[src/rtl/csr_unit_pkg.sv]
package csr_unit_pkg;
  localparam int XLEN      = 32;
  localparam int ADDR_W    = 12;
  localparam int REG_IDX_W = 5;
  localparam int CSR_COUNT = 4;
  localparam logic [6:0] OPC_SYSTEM = 7'b1110011;

  typedef enum logic [1:0] {
    OP_NONE  = 2'd0,
    OP_WRITE = 2'd1,
    OP_SET   = 2'd2,
    OP_CLEAR = 2'd3
  } csr_op_e;

  typedef struct packed {
    logic [ADDR_W-1:0] addr;
    logic [XLEN-1:0]   mask;
    logic              readOnly;
  } csr_desc_t;

  typedef struct packed {
    logic              respond;
    logic              doRead;
    logic              doWrite;
    logic              illegal;
    logic              rdWe;
    csr_op_e           op;
    logic [XLEN-1:0]   operand;
    logic [ADDR_W-1:0] addr;
  } csr_strobe_t;

  function automatic csr_desc_t csrDesc(input int idx);
    csr_desc_t d;
    case (idx)
      0:       d = '{addr: 12'h300, mask: 32'h0000_188A, readOnly: 1'b0};
      1:       d = '{addr: 12'h305, mask: 32'hFFFF_FFFC, readOnly: 1'b0};
      2:       d = '{addr: 12'h340, mask: 32'hFFFF_FFFF, readOnly: 1'b0};
      default: d = '{addr: 12'hF11, mask: 32'h0000_0000, readOnly: 1'b1};
    endcase
    return d;
  endfunction
endpackage

[src/rtl/csr_unit_ctrl.sv]
module csr_unit_ctrl
  import csr_unit_pkg::*;
(
  input  logic                instValid,
  input  logic [XLEN-1:0]     instWord,
  input  logic [XLEN-1:0]     rs1Value,
  input  logic                addrHit,
  input  logic                addrReadOnly,
  output logic [ADDR_W-1:0]   lookupAddr,
  output csr_strobe_t         strobe
);
  localparam int SRC_LO = 15;
  localparam int RD_LO  = 7;

  logic [6:0]           opcode;
  logic [2:0]           funct3;
  logic [REG_IDX_W-1:0] rdIdx;
  logic [REG_IDX_W-1:0] srcField;
  logic                 opOk;
  logic                 isImm;
  logic                 isSwap;
  logic                 wantWrite;
  logic                 bad;
  csr_op_e              opKind;
  logic [XLEN-1:0]      srcVal;

  assign opcode     = instWord[6:0];
  assign rdIdx      = instWord[RD_LO +: REG_IDX_W];
  assign funct3     = instWord[14:12];
  assign srcField   = instWord[SRC_LO +: REG_IDX_W];
  assign lookupAddr = instWord[XLEN-1 -: ADDR_W];

  always_comb begin
    case (funct3[1:0])
      2'b01:   opKind = OP_WRITE;
      2'b10:   opKind = OP_SET;
      2'b11:   opKind = OP_CLEAR;
      default: opKind = OP_NONE;
    endcase
  end

  assign isImm  = funct3[2];
  assign isSwap = (opKind == OP_WRITE);
  assign opOk   = (opcode == OPC_SYSTEM) && (opKind != OP_NONE);
  assign srcVal = isImm ? {{(XLEN-REG_IDX_W){1'b0}}, srcField} : rs1Value;

  // Write intent depends on the operand field, never on the operand value.
  assign wantWrite = isSwap || (srcField != '0);

  assign bad = !opOk || !addrHit || (wantWrite && addrReadOnly);

  always_comb begin
    strobe         = '0;
    strobe.respond = instValid;
    strobe.addr    = lookupAddr;
    strobe.op      = opKind;
    strobe.operand = srcVal;
    if (instValid) begin
      strobe.illegal = bad;
      strobe.doWrite = !bad && wantWrite;
      strobe.doRead  = !bad && (!isSwap || (rdIdx != '0));
      strobe.rdWe    = !bad && (rdIdx != '0);
    end
  end
endmodule

[src/rtl/csr_unit_datapath.sv]
module csr_unit_datapath
  import csr_unit_pkg::*;
#(
  parameter logic [XLEN-1:0] RO_VALUE = 32'h0000_0A5C
) (
  input  logic              clk,
  input  logic              rst,
  input  logic [ADDR_W-1:0] lookupAddr,
  input  csr_strobe_t       strobe,
  output logic              addrHit,
  output logic              addrReadOnly,
  output logic              csrReadEn,
  output logic              csrWriteEn,
  output logic [ADDR_W-1:0] csrAddr,
  output logic [XLEN-1:0]   csrWriteData,
  output logic [XLEN-1:0]   rdValue,
  output logic              rdWriteEn,
  output logic              illegal
);
  logic [CSR_COUNT-1:0] hitVec;
  logic [XLEN-1:0]      valVec [CSR_COUNT];
  logic [XLEN-1:0]      oldValue;
  logic [XLEN-1:0]      hitMask;
  logic [XLEN-1:0]      candidate;
  logic [XLEN-1:0]      newValue;

  for (genvar g = 0; g < CSR_COUNT; g++) begin : g_csr
    localparam csr_desc_t DESC = csrDesc(g);
    assign hitVec[g] = (lookupAddr == DESC.addr);
    if (DESC.readOnly) begin : g_ro
      assign valVec[g] = RO_VALUE;
    end else begin : g_rw
      logic [XLEN-1:0] store;
      always_ff @(posedge clk) begin
        if (rst) begin
          store <= '0;
        end else if (strobe.doWrite && hitVec[g]) begin
          store <= newValue;
        end
      end
      assign valVec[g] = store;
    end
  end

  always_comb begin
    oldValue     = '0;
    hitMask      = '0;
    addrReadOnly = 1'b0;
    for (int i = 0; i < CSR_COUNT; i++) begin
      if (hitVec[i]) begin
        oldValue     = oldValue | valVec[i];
        hitMask      = hitMask | csrDesc(i).mask;
        addrReadOnly = addrReadOnly | csrDesc(i).readOnly;
      end
    end
  end

  assign addrHit = |hitVec;

  always_comb begin
    case (strobe.op)
      OP_WRITE: candidate = strobe.operand;
      OP_SET:   candidate = oldValue | strobe.operand;
      OP_CLEAR: candidate = oldValue & ~strobe.operand;
      default:  candidate = oldValue;
    endcase
  end

  assign newValue = (oldValue & ~hitMask) | (candidate & hitMask);

  always_ff @(posedge clk) begin
    if (rst) begin
      csrReadEn    <= 1'b0;
      csrWriteEn   <= 1'b0;
      csrAddr      <= '0;
      csrWriteData <= '0;
      rdValue      <= '0;
      rdWriteEn    <= 1'b0;
      illegal      <= 1'b0;
    end else begin
      csrReadEn    <= strobe.doRead;
      csrWriteEn   <= strobe.doWrite;
      rdWriteEn    <= strobe.rdWe;
      illegal      <= strobe.illegal;
      csrWriteData <= strobe.doWrite ? newValue : '0;
      rdValue      <= strobe.doRead ? oldValue : '0;
      if (strobe.respond) begin
        csrAddr <= strobe.addr;
      end
    end
  end
endmodule

[src/rtl/csr_unit.sv]
module csr_unit
  import csr_unit_pkg::*;
#(
  parameter logic [31:0] RO_VALUE = 32'h0000_0A5C
) (
  input  logic        clk,
  input  logic        rst,
  input  logic        instValid,
  input  logic [31:0] instWord,
  input  logic [31:0] rs1Value,
  output logic        csrReadEn,
  output logic        csrWriteEn,
  output logic [11:0] csrAddr,
  output logic [31:0] csrWriteData,
  output logic [31:0] rdValue,
  output logic        rdWriteEn,
  output logic        illegal
);
  csr_strobe_t       strobe;
  logic [ADDR_W-1:0] lookupAddr;
  logic              addrHit;
  logic              addrReadOnly;

  csr_unit_ctrl u_ctrl (
    .instValid    (instValid),
    .instWord     (instWord),
    .rs1Value     (rs1Value),
    .addrHit      (addrHit),
    .addrReadOnly (addrReadOnly),
    .lookupAddr   (lookupAddr),
    .strobe       (strobe)
  );

  csr_unit_datapath #(.RO_VALUE(RO_VALUE)) u_dp (
    .clk          (clk),
    .rst          (rst),
    .lookupAddr   (lookupAddr),
    .strobe       (strobe),
    .addrHit      (addrHit),
    .addrReadOnly (addrReadOnly),
    .csrReadEn    (csrReadEn),
    .csrWriteEn   (csrWriteEn),
    .csrAddr      (csrAddr),
    .csrWriteData (csrWriteData),
    .rdValue      (rdValue),
    .rdWriteEn    (rdWriteEn),
    .illegal      (illegal)
  );
endmodule

[config.mk]
export PLATFORM = sky130hd
export DESIGN_NAME = csr_unit
export DESIGN_NICKNAME = d
export VERILOG_FILES = /design/src/rtl/csr_unit_pkg.sv /design/src/rtl/csr_unit_ctrl.sv /design/src/rtl/csr_unit_datapath.sv /design/src/rtl/csr_unit.sv
export SDC_FILE = /design/constraint.sdc
export NUM_CORES = 1
export LEC_CHECK = 0
export BUFFER_PORTS_ARGS = -buffer_cell sky130_fd_sc_hd__buf_2
export CAP_MARGIN = 20
export CORE_MARGIN = 3
export CORE_UTILIZATION = 55
export CTS_CLUSTER_DIAMETER = 200
export DETAILED_ROUTE_END_ITERATION = 16
export PLACE_DENSITY = 0.79
export SLEW_MARGIN = 20
export SYNTH_ARGS = -nofsm -noshare
export SYNTH_HDL_FRONTEND = slang
export SYNTH_HIERARCHICAL = 1
export SYNTH_SLANG_ARGS = --single-unit
[constraint.sdc]
create_clock -name clk -period 10.13 [get_ports clk]
set_clock_uncertainty 0.2 [all_clocks]
set_input_delay 1.013 -clock clk [delete_from_list [all_inputs] [get_ports clk]]
set_output_delay 1.013 -clock clk [all_outputs]
set_load 0.01 [all_outputs]
==> results of run 1 <==
-- tightest hold or removal path, cell delays in order (launching register included) --
cell and delay, ns:
dfxtp_1 0.31, nand2_1 0.05, o21ai_1 0.05
-- cells by family (layout without fill, tap and decap cells) --
kind of cell           count (synthesis)  in the layout  synth area share
multiplexers                          49             49           0.06403
XOR/XNOR                               2              2          0.002230
flip-flops                           176            176            0.4486
AO/OA/AOI/OAI                        257            257            0.2276
buffers and inverters                104            196           0.06594
AND/OR/NAND/NOR                      319            319            0.1916
-- final cells by class --
class / instances / area, sq um
Clock buffer: 23 / 488.0
Clock inverter: 9 / 152.6
Fill cell: 1169 / 4835
Inverter: 6 / 22.52
Multi-Input combinational cell: 627 / 3867
Sequential cell: 176 / 3523
Tap cell: 180 / 225.2
Timing Repair Buffer: 158 / 820.8
-- worst paths after layout --
kind / start / endpoint / slack, ns / depth (start not counted)
worst max-delay path: instWord[26] / u_dp/g_csr[2].g_rw.store[11]$_SDFFE_PP0P_ / 4.86 / 14
worst min-delay path: u_dp/g_csr[0].g_rw.store[3]$_SDFFE_PP0P_ / u_dp/g_csr[0].g_rw.store[3]$_SDFFE_PP0P_ / 0.25 / 2
worst max register to register: u_dp/g_csr[2].g_rw.store[30]$_SDFFE_PP0P_ / u_dp/g_csr[1].g_rw.store[30]$_SDFFE_PP0P_ / 8.32 / 5
worst min register to register: u_dp/g_csr[0].g_rw.store[3]$_SDFFE_PP0P_ / u_dp/g_csr[0].g_rw.store[3]$_SDFFE_PP0P_ / 0.25 / 2
-- cells in the final DEF (no fill, tap or decap), types with 4 or more instances in the layout --
| cell | netlist | final |
|---|---|---|
| dfxtp_1 | 176 | 176 |
| buf_2 | 9 | 146 |
| nand2_1 | 146 | 146 |
| nor2_1 | 68 | 68 |
| a21oi_1 | 57 | 57 |
| o21bai_1 | 44 | 44 |
| a31oi_1 | 45 | 44 |
| mux2i_1 | 39 | 39 |
| o21ai_0 | 38 | 38 |
| nor2b_1 | 33 | 33 |
| nor4_1 | 22 | 22 |
| a2bb2oi_1 | 21 | 21 |
| clkbuf_16 | 0 | 17 |
| buf_4 | 27 | 12 |
| o21a_1 | 11 | 11 |
| nor3_1 | 10 | 10 |
| mux2_2 | 10 | 10 |
| a221oi_1 | 9 | 9 |
| and2_1 | 9 | 8 |
| inv_1 | 6 | 6 |
| or3_1 | 6 | 6 |
| bufinv_16 | 0 | 4 |
| clkbuf_8 | 0 | 4 |
| a22o_1 | 4 | 4 |
-- sequential cells by signal (all words and copies together), names as in the netlist --
register	count
u_dp/g_csr.g_rw.store	96
u_dp/csrWriteData	32
u_dp/rdValue	32
u_dp/csrAddr	12
u_dp/csrReadEn	1
u_dp/csrWriteEn	1
u_dp/illegal	1
u_dp/rdWriteEn	1
-- routing by layer --
metal | GRT usage | vias up | wire length [um]
li1 | - | 3348 | -
met1 | 0.3512 | 3277 | 9084
met2 | 0.4556 | 298 | 10330
met3 | 0.05340 | 38 | 1525
met4 | 0.09311 | 0 | 408
met5 | 0 | - | 0
-- power by group through the flow --
stage	sequential [mW]	combinational [mW]	clock [mW]
after global placement	0.712	0.0907	0
after global routing	0.696	0.101	0.742
after floorplan	0.713	0.0633	0
after CTS	0.696	0.0922	0.710
final	0.696	0.0941	0.705
after detailed placement	0.712	0.0915	0
-- per-stage QoR --
step / area (sq um) / setup slack [ns] / hold WS (ns)
final: 9100 / 4.856 / 0.2496
after global routing: 9100 / 4.523 / 0.2742
after CTS: 9095 / 4.841 / 0.2507
after detailed placement: 8454 / 4.419 / 0.2411
after global placement: 8454 / 4.672 / 0.2317
after floorplan: 7855 / 5.457 / 0.2212
==> summary.txt, run 1 <==
CP max FO -> 44
RSZ-0062 raised after global routing -> no
Switching power -> 0.3251 mW
Clk pin slew, worst setup/hold paths -> 0.06 ns
Layout Cells excl Fill -> 1179
Syn Nets -> 974
CTS Sinks -> 176
Mapped Area -> 7855 sq um
Die ar. -> 15750 sq um
Int Pwr -> 1.170 mW
Starting DRT DRC Count -> 767
DRT Pass-1 Iters -> 5
CP required -> 10.27 ns
Via Count -> 6961
Synth warn -> 6
Layout cell share with drive strength beyond 1 -> 0.2222
Vias per cell -> 5.904
Clk_lat worst skew -> 0.43 ns
Post-synth top flop -> dfxtp_1
Comb power frac -> 0.063
DIE HEIGHT -> 125.5 um
RD Place Congestion -> 0.8333
Final setup vio count -> 0
Seq pwr share -> 0.466
Hold_buf cts -> 0
Asr flop ratio synth -> 0
Pins over their slew limit -> 0
Initial antenna violation count -> 0
Ports -> 147
CP most frequent cell -> buf_4
LEAKAGE -> 3.865 nW
Least-Margin Pin Slew -> 1.086 ns
Synthesized flop and latch total -> 176
DP HPWL -> 12770 um
CP Capture Type -> register
Post-CTS Resized -> 0
Average routed wire per standard cell -> 18.11 um
Htree depth -> 4
Crit path kind -> input pin to register
Core ar. -> 13930 sq um
Effective utilization at floorplan -> 0.5637
Crit-path max cell delay -> 1.00 ns
Largest net degree at the start of global routing -> 82
Hold Path Class -> register to register
Critical-path cell list -> buf_2, buf_4, nor2b_1, and4_2, or3_1, and4_1, o211ai_1, nor4_1, buf_4, nand2_1, nor4_4, buf_4, nor2_1, a211oi_2
Fmax -> 189.6 MHz
Status -> finished clean
Max IR drop VDD -> 0.1246 mV
MaxCap Viol Count -> 0
Fin crit period -> 5.274 ns
Arrival @ worst endpoint -> 5.41 ns
Final ANT Viol Nets -> 0
Power Density -> 164.3 nW/um^2
First-pass GRT wire length -> 35260 um
Number of global-route vias before repair -> 6858
Final #Nets -> 1053
Number of synthesized flops with an enable pin -> 0
Count leader, synth -> dfxtp_1
# Post-CTS Setup Buffers -> 0
Synth cell types -> 58
Crit path max-delay family -> simple AND/OR/NAND/NOR gates
Final Power -> 1.495 mW
Total GRT Usage -> 0.2718
Die W -> 125.5 um
Final hold violation count -> 0
Number of port buffers -> 146
Finished Core Util -> 0.6530
CP Launch Type -> input pin
FP Rows -> 43
Dominant cell type by area after synthesis -> dfxtp_1
Syn_area_per_cell -> 8.660 sq um
Post-Syn Instances -> 907
Fin crit share -> 0.5206
Clock power share -> 0.471
# diodes -> 0
TritonCTS clock tree -> yes
Placed Cells -> 1147
Synth top area share -> 0.4486
CP Buf/Inv Count -> 4
Synth area leaders -> dfxtp_1 (45%), nand2_1 (7.0%), mux2i_1 (5.0%)
Slew HR -> 0.2761
Seq/Total Area, Yosys -> 0.4486
Slowest-stage cell, CP -> and4_2
Synth cell count leaders -> dfxtp_1 (176), nand2_1 (146), nor2_1 (68)
GR Overflow Total -> 0
Clock buffer depth -> 2
Aggregate negative setup slack -> 0 ns
Layout area overhead -> 15.85%
Clk root buf -> clkbuf_16
DRC violations left -> 0
Num CTS Buffers -> 17
Net Sw Frac -> 0.2175
Routed WL -> 21350 um
Note: power is estimated with default switching activity, not from simulation.
==> inputs of run 2 (changes only) <==
Clock period 10.13 ns to 5 ns, I/O delays scaled along.
==> run 2 against run 1 <==
Against the previous run:
- critical path depth fell by 1
- global-route usage is 0.42 points lower
- cell count grew 0.34%
- combinational power is 110% higher
- flip-flop and latch count stayed put
- count of clock-buffer cells in the layout stayed put
- non-clock buffer count is 5 higher
- first-iteration DRC count decreased by 0.91%
- via count grew 1.7%
- clock power is 90% higher
- critical path type unchanged
==> summary.txt, run 2 (synthesized netlist as in run 1, its figures left out) <==
Status -> finished clean
Fill count -> 1181 (+1.0%)
Via Count -> 7081 (+1.7%)
Clock buffer depth -> 2 (unchanged)
Die ar. -> 15750 sq um (unchanged)
Area of the multi-input gates -> 3862 sq um (-0.13%)
CP most frequent cell -> buf_4
Min-delay src -> instWord[21]
DRT Pass-1 Iters -> 7 (+2)
Fin crit share -> 0.7496
Initial antenna violation count -> 0 (unchanged)
Arrival @ worst endpoint -> 3.92 ns (-1.49 ns)
Least-Margin Pin Slew -> 0.9749 ns (-0.1110 ns)
Pins over their slew limit -> 0 (unchanged)
Layout Cells excl Fill -> 1183 (+0.34%)
Num CTS Buffers -> 17 (unchanged)
Post-CTS Resized -> 0 (unchanged)
CP Launch Point -> instWord[20]
Worst Hold End -> u_dp/csrAddr[1]$_SDFFE_PP0P_
Clk root buf -> clkbuf_16
Final hold violation count -> 0 (unchanged)
Worst R2R End -> u_dp/g_csr[0].g_rw.store[2]$_SDFFE_PP0P_
Reg2Reg Launch Point -> u_dp/g_csr[0].g_rw.store[2]$_SDFFE_PP0P_
Most common cell after layout, fill and taps aside -> dfxtp_1
Clk pin slew, worst setup/hold paths -> 0.06 ns (about the same)
CP max FO -> 18 (-59%)
Placed Cells -> 1152 (+0.44%)
Number of port buffers -> 146 (unchanged)
DP HPWL -> 13210 um (+3.4%)
Final Cell Area -> 9092 sq um (about the same)
Worst reg2reg path depth -> 4 (-1)
R2R setup slack -> 3.19 ns (-5.13 ns)
Ports -> 147 (unchanged)
First-pass GRT wire length -> 34540 um (-2.0%)
Commonest non-fill, non-tap cells in the layout -> dfxtp_1 (176), buf_2 (146), nand2_1 (146), nor2_1 (68), a21oi_1 (57)
RD Place Congestion -> 0.9002 (+8.0%)
Area after DPL -> 8492 sq um (+0.44%)
Final setup vio count -> 0 (unchanged)
Slowest-stage cell, CP -> buf_4
RSZ-0062 raised after global routing -> no
Max FFs per register -> 96 (unchanged)
Vias per cell -> 5.986 (+1.4%)
CP required -> 5.17 ns (-5.10 ns)
CP Launch Type -> input pin
Layout area overhead -> 15.75% (about the same)
Largest net degree at the start of global routing -> 81 (-1.2%)
# Post-CTS Setup Buffers -> 0 (unchanged)
Final #Nets -> 1058 (+0.47%)
Fmax -> 266.8 MHz
Number of global-route vias before repair -> 6879 (+0.31%)
Effective utilization at floorplan -> 0.5637 (unchanged)
Critical-path cell list -> buf_2, nor2b_1, nand4_1, inv_1, or3_1, and4_1, o211ai_1, nor4_1, buf_4, nand2b_1, buf_4, nor3_1, a22o_1
Average routed wire per standard cell -> 18.25 um (+0.81%)
Max IR drop VDD -> 0.2637 mV (+110%)
Aggregate negative setup slack -> 0 ns (unchanged)
Power Density -> 324.1 nW/um^2 (+97%)
TritonCTS clock tree -> yes
DRC violations left -> 0 (unchanged)
Largest registers -> u_dp/g_csr.g_rw.store x96, u_dp/csrWriteData x32, u_dp/rdValue x32
Hold Path Depth -> 3 (+1)
Crit-path max cell delay -> 0.37 ns (-0.63 ns)
DIE HEIGHT -> 125.5 um (unchanged)
Layout cell share with drive strength beyond 1 -> 0.2253 (+0.003102)
MaxCap Viol Count -> 0 (unchanged)
CTS Sinks -> 176 (unchanged)
Clk_lat worst skew -> 0.43 ns (about the same)
Core ar. -> 13930 sq um (unchanged)
LEAKAGE -> 3.864 nW (about the same)
Fin crit period -> 3.748 ns
# diodes -> 0 (unchanged)
Hold_buf cts -> 0 (unchanged)
CP Capture Type -> register
Register area -> 3523 sq um (unchanged)
Crit path kind -> input pin to register
Starting DRT DRC Count -> 760 (-0.91%)
Final ANT Viol Nets -> 0 (unchanged)
Die W -> 125.5 um (unchanged)
GR Overflow Total -> 0 (unchanged)
Top reg by flops -> u_dp/g_csr.g_rw.store
Routed WL -> 21590 um (+1.1%)
FP Rows -> 43 (unchanged)
Slew HR -> 0.3500 (+0.07399)
Htree depth -> 4 (unchanged)
Hold Path Class -> input pin to register
Total GRT Usage -> 0.2675 (-0.004233)
==> run 2: cell count changes in the layout (fill, tap and decap cells not counted) <==
cell        previous run  this run
clkbuf_8               4         5
bufinv_16              4         2
clkinvlp_4             0         2
nand3_1                3         4
buf_4                 12        17
clkbuf_1               2         1
nand3_2                1         0
clkinv_2               3         2
==> run 2: power breakdown <==
group / leakage (nW) / total (mW) / internal [mW] / switching, mW
clock: 0.292 / 1.34 / 0.801 / 0.543
sequential: 1.42 / 1.41 / 1.41 / 0.00298
combinational: 2.15 / 0.193 / 0.0728 / 0.120
==> run 2: stage by stage <==
step	utilization	setup slack, ns	hold WS, ns	power [mW]
CTS	0.6525	1.341	0.1387	2.950
finish	0.6525	1.252	0.1467	2.947
detailed placement	0.6094	0.9385	0.2413	1.630
global route	0.6525	0.8977	0.1637	3.027
global placement	0.6094	1.040	0.2306	1.628
floorplan	-	0.8403	0.2212	1.573
==> run 2: how the worst max path moves through the flow <==
stage / endpoint / slack (ns) / cells past startpoint
after global routing: u_dp/g_csr[0].g_rw.store[29]$_SDFFE_PP0P_ / 0.90 / 14
after CTS: u_dp/g_csr[1].g_rw.store[28]$_SDFFE_PP0P_ / 1.34 / 13
after floorplan: u_dp/g_csr[2].g_rw.store[2]$_SDFFE_PP0P_ / 0.84 / 14
after detailed placement: u_dp/g_csr[1].g_rw.store[28]$_SDFFE_PP0P_ / 0.94 / 13
final: u_dp/g_csr[0].g_rw.store[4]$_SDFFE_PP0P_ / 1.25 / 13
after global placement: u_dp/g_csr[1].g_rw.store[18]$_SDFFE_PP0P_ / 1.04 / 12
==> run 2: area by class of cell <==
class                      instances  share of cell area
tap                              180             0.02477
inverter                           6            0.002477
sequential                       176              0.3875
clock buffer                      23             0.05477
clock inverter                     8             0.01128
multi-input combinational        627              0.4248
timing repair buffer             163             0.09440
==> run 2: metal layers <==
| layer | share of wire | GRT usage | routed length (um) | vias up |
|---|---|---|---|---|
| li1 | - | - | - | 3354 |
| met1 | 0.43 | 0.3479 | 9246 | 3291 |
| met2 | 0.47 | 0.4333 | 10120 | 379 |
| met3 | 0.079 | 0.05681 | 1705 | 57 |
| met4 | 0.024 | 0.1110 | 524 | 0 |
| met5 | 0 | 0 | 0 | - |
==> run 2: worst max-delay path, delay by kind of cell <==
kind / cells / cell delay [ns]
buf+inv: 4 / 1.01
compound gates: 2 / 0.35
simple gates: 7 / 2.03
==> inputs of run 3 (changes only) <==
Settings changed: CORE_UTILIZATION 55 to 50, PLACE_DENSITY 0.79 to 0.76.
Clock period 5 ns to 3.42 ns, I/O delays scaled along.
==> run 3 against run 2 <==
Against the previous run:
- combinational power increased by 53%
- design area increased by 3.8%
- worst setup slack got worse by 1.1 ns
- worst hold slack got worse by 0.12 ns
- power increased by 46%
- register-to-register slack got worse by 1.5 ns
- sequential share of layout area decreased by 1.4 points
- non-clock buffer count increased by 27
- flip-flop and latch count unchanged
- cell count increased by 5.0%
- largest power group unchanged
- global-route usage decreased by 1.8 points
- count of clock-buffer cells in the layout decreased by 2
- highest routed layer unchanged
- critical endpoint is now u_dp/g_csr[2].g_rw.store[12]$_SDFFE_PP0P_
==> summary.txt, run 3 (synthesized netlist as in run 1, its figures left out) <==
R2R setup slack -> 1.67 ns (-1.52 ns)
CP max FO -> 19 (+1)
Worst Hold End -> u_dp/csrAddr[0]$_SDFFE_PP0P_
Clock buffer depth -> 2 (unchanged)
Slew HR -> 0.4870 (+0.1369)
RSZ-0062 raised after global routing -> yes
Worst R2R End -> u_dp/g_csr[0].g_rw.store[2]$_SDFFE_PP0P_
DP HPWL -> 13860 um (+4.9%)
MaxCap Viol Count -> 0 (unchanged)
Most common cell after layout, fill and taps aside -> dfxtp_1
Commonest non-fill, non-tap cells in the layout -> dfxtp_1 (176), buf_2 (146), nand2_1 (144), nor2_1 (68), a21oi_1 (57)
CP Buf/Inv Count -> 4 (unchanged)
Starting DRT DRC Count -> 745 (-2.0%)
Crit path kind -> input pin to register
Total GRT Usage -> 0.2498 (-0.01769)
First-pass GRT wire length -> 35330 um (+2.3%)
Fin crit share -> 0.9683
FP Rows -> 45 (+4.7%)
Hold Path Depth -> 3 (unchanged)
Worst reg2reg path depth -> 4 (unchanged)
Area after DPL -> 8707 sq um (+2.5%)
Hold slack -> 0.02685 ns (-0.1198 ns)
Crit path max-delay family -> simple AND/OR/NAND/NOR gates
Number of global-route vias before repair -> 6856 (-0.33%)
TritonCTS clock tree -> yes
Layout area overhead -> 20.18%
Uppermost layer routed -> met4
Crit-path max cell delay -> 0.54 ns (+0.17 ns)
Hold Path Class -> input pin to register
Area of the multi-input gates -> 3894 sq um (+0.81%)
GR Overflow Total -> 0 (unchanged)
RD Place Congestion -> 0.8211 (-8.8%)
CP Capture Type -> register
Final setup vio count -> 0 (unchanged)
Die W -> 131.3 um (+4.6%)
Top reg by flops -> u_dp/g_csr.g_rw.store
Min-delay src -> instWord[20]
Final #Nets -> 1085 (+2.6%)
Routed met3 length -> 1353 um (-21%)
Layout cell share with drive strength beyond 1 -> 0.2425 (+0.01716)
Initial antenna violation count -> 0 (unchanged)
Ports -> 147 (unchanged)
Vias per cell -> 5.746 (-4.0%)
Final Cell Area -> 9440 sq um (+3.8%)
DRC violations left -> 0 (unchanged)
DRT Pass-1 Iters -> 6 (-1)
Finished Core Util -> 0.6164 (-0.03609)
Max IR drop VDD -> 0.3213 mV (+22%)
LEAKAGE -> 4.030 nW (+4.3%)
Max FFs per register -> 96 (unchanged)
Largest net degree at the start of global routing -> 48 (-41%)
Fill count -> 1338 (+13%)
Largest registers -> u_dp/g_csr.g_rw.store x96, u_dp/csrWriteData x32, u_dp/rdValue x32
Clk_lat worst skew -> 0.43 ns (about the same)
Htree depth -> 4 (unchanged)
Core ar. -> 15310 sq um (+9.9%)
Reg2Reg Launch Point -> u_dp/g_csr[2].g_rw.store[2]$_SDFFE_PP0P_
Slowest-stage cell, CP -> dlygate4sd3_1
Met2 wire len -> 10650 um (+5.3%)
Fmax -> 302.0 MHz
Number of port buffers -> 146 (unchanged)
CTS Sinks -> 176 (unchanged)
Status -> finished clean
Final hold violation count -> 0 (unchanged)
Register area -> 3523 sq um (unchanged)
Power Density -> 455.8 nW/um^2 (+41%)
Average routed wire per standard cell -> 17.69 um (-3.1%)
Effective utilization at floorplan -> 0.5129 (-0.05080)
Critical-path cell list -> dlygate4sd3_1, buf_2, or4_4, nor3_4, or3_1, and4_1, o211ai_1, nor4_4, nand2_2, nor4_4, buf_4, buf_6, nor2_1, a211oi_2
CP required -> 3.57 ns (-1.60 ns)
# diodes -> 0 (unchanged)
Arrival @ worst endpoint -> 3.46 ns (-0.46 ns)
Clk pin slew, worst setup/hold paths -> 0.07 ns (about the same)
DRT met1 WL -> 9420 um (+1.9%)
Routed WL -> 21970 um (+1.8%)
Via Count -> 7136 (+0.78%)
Die ar. -> 17250 sq um (+9.5%)
Clk root buf -> clkbuf_16
Fin crit period -> 3.312 ns
CP most frequent cell -> nor4_4
DIE HEIGHT -> 131.3 um (+4.6%)
Num CTS Buffers -> 17 (unchanged)
CP Launch Type -> input pin
Final ANT Viol Nets -> 0 (unchanged)
Pins over their slew limit -> 0 (unchanged)
Least-Margin Pin Slew -> 0.7696 ns (-0.2054 ns)
-- run 3: changes by cell type in the layout (fill, tap and decap cells not counted), sizes merged --
cell,delta
buf,+17
clkbuf,-1
clkinv,+1
clkinvlp,-2
dlygate4sd3,+9
inv,+4
-- run 3: how the worst max path moves through the flow --
| stage | from | endpoint | slack [ns] | cells past startpoint |
|---|---|---|---|---|
| after CTS | instWord[27] | u_dp/g_csr[2].g_rw.store[12]$_SDFFE_PP0P_ | 0.06 | 13 |
| after global placement | instWord[20] | u_dp/g_csr[2].g_rw.store[12]$_SDFFE_PP0P_ | 0.20 | 12 |
| after detailed placement | instWord[20] | u_dp/g_csr[2].g_rw.store[3]$_SDFFE_PP0P_ | 0.12 | 12 |
| after floorplan | instWord[20] | u_dp/g_csr[2].g_rw.store[2]$_SDFFE_PP0P_ | -0.11 | 14 |
| after global routing | instWord[27] | u_dp/g_csr[2].g_rw.store[3]$_SDFFE_PP0P_ | -0.03 | 14 |
| final | instWord[27] | u_dp/g_csr[2].g_rw.store[12]$_SDFFE_PP0P_ | 0.11 | 14 |
-- run 3: tightest hold or removal path: cells and delay by family --
| kind | cells | cell delay [ns] |
|---|---|---|
| AND/OR/NAND/NOR | 1 | 0.08 |
| multiplexers | 1 | 0.08 |
| buffers and inverters | 1 | 0.12 |
-- run 3: cell type report --
type,instances,area share
multi-input combinational,627,0.4125
sequential,176,0.3732
timing repair buffer,190,0.1210
clock buffer,21,0.04983
tap,211,0.02797
clock inverter,11,0.01312
inverter,6,0.002386
-- run 3: stage by stage --
step           setup slack (ns)  total power [mW]  cells  setup TNS [ns]
6_report                 0.1085             4.303   1242               0
5_1_grt                -0.03214             4.437   1242         -0.1385
4_1_cts                 0.05523             4.321   1239               0
3_5_place_dp             0.1205             2.389   1198               0
3_3_place_gp             0.2050             2.387   1198               0
2_1_floorplan           -0.1106             2.302    907          -2.851
-- run 3: repair_timing --
action                     CTS  global route
setup buffers                0             2
hold endpoints to repair     9             0
setup endpoints to repair    0            37
hold buffers                 9             0
gates resized for setup      0             2
-- run 3: power by group --
part	leakage (nW)	internal (mW)	switching, mW
combinational	2.31	0.117	0.178
clock	0.299	1.14	0.805
sequential	1.42	2.06	0.00392
-- run 3: per-layer routing --
| metal | global-route usage | vias up |
|---|---|---|
| met5 | 0 | - |
| met4 | 0.1015 | 0 |
| met3 | 0.04288 | 49 |
| met2 | 0.4234 | 302 |
| met1 | 0.3170 | 3369 |
| li1 | - | 3416 |
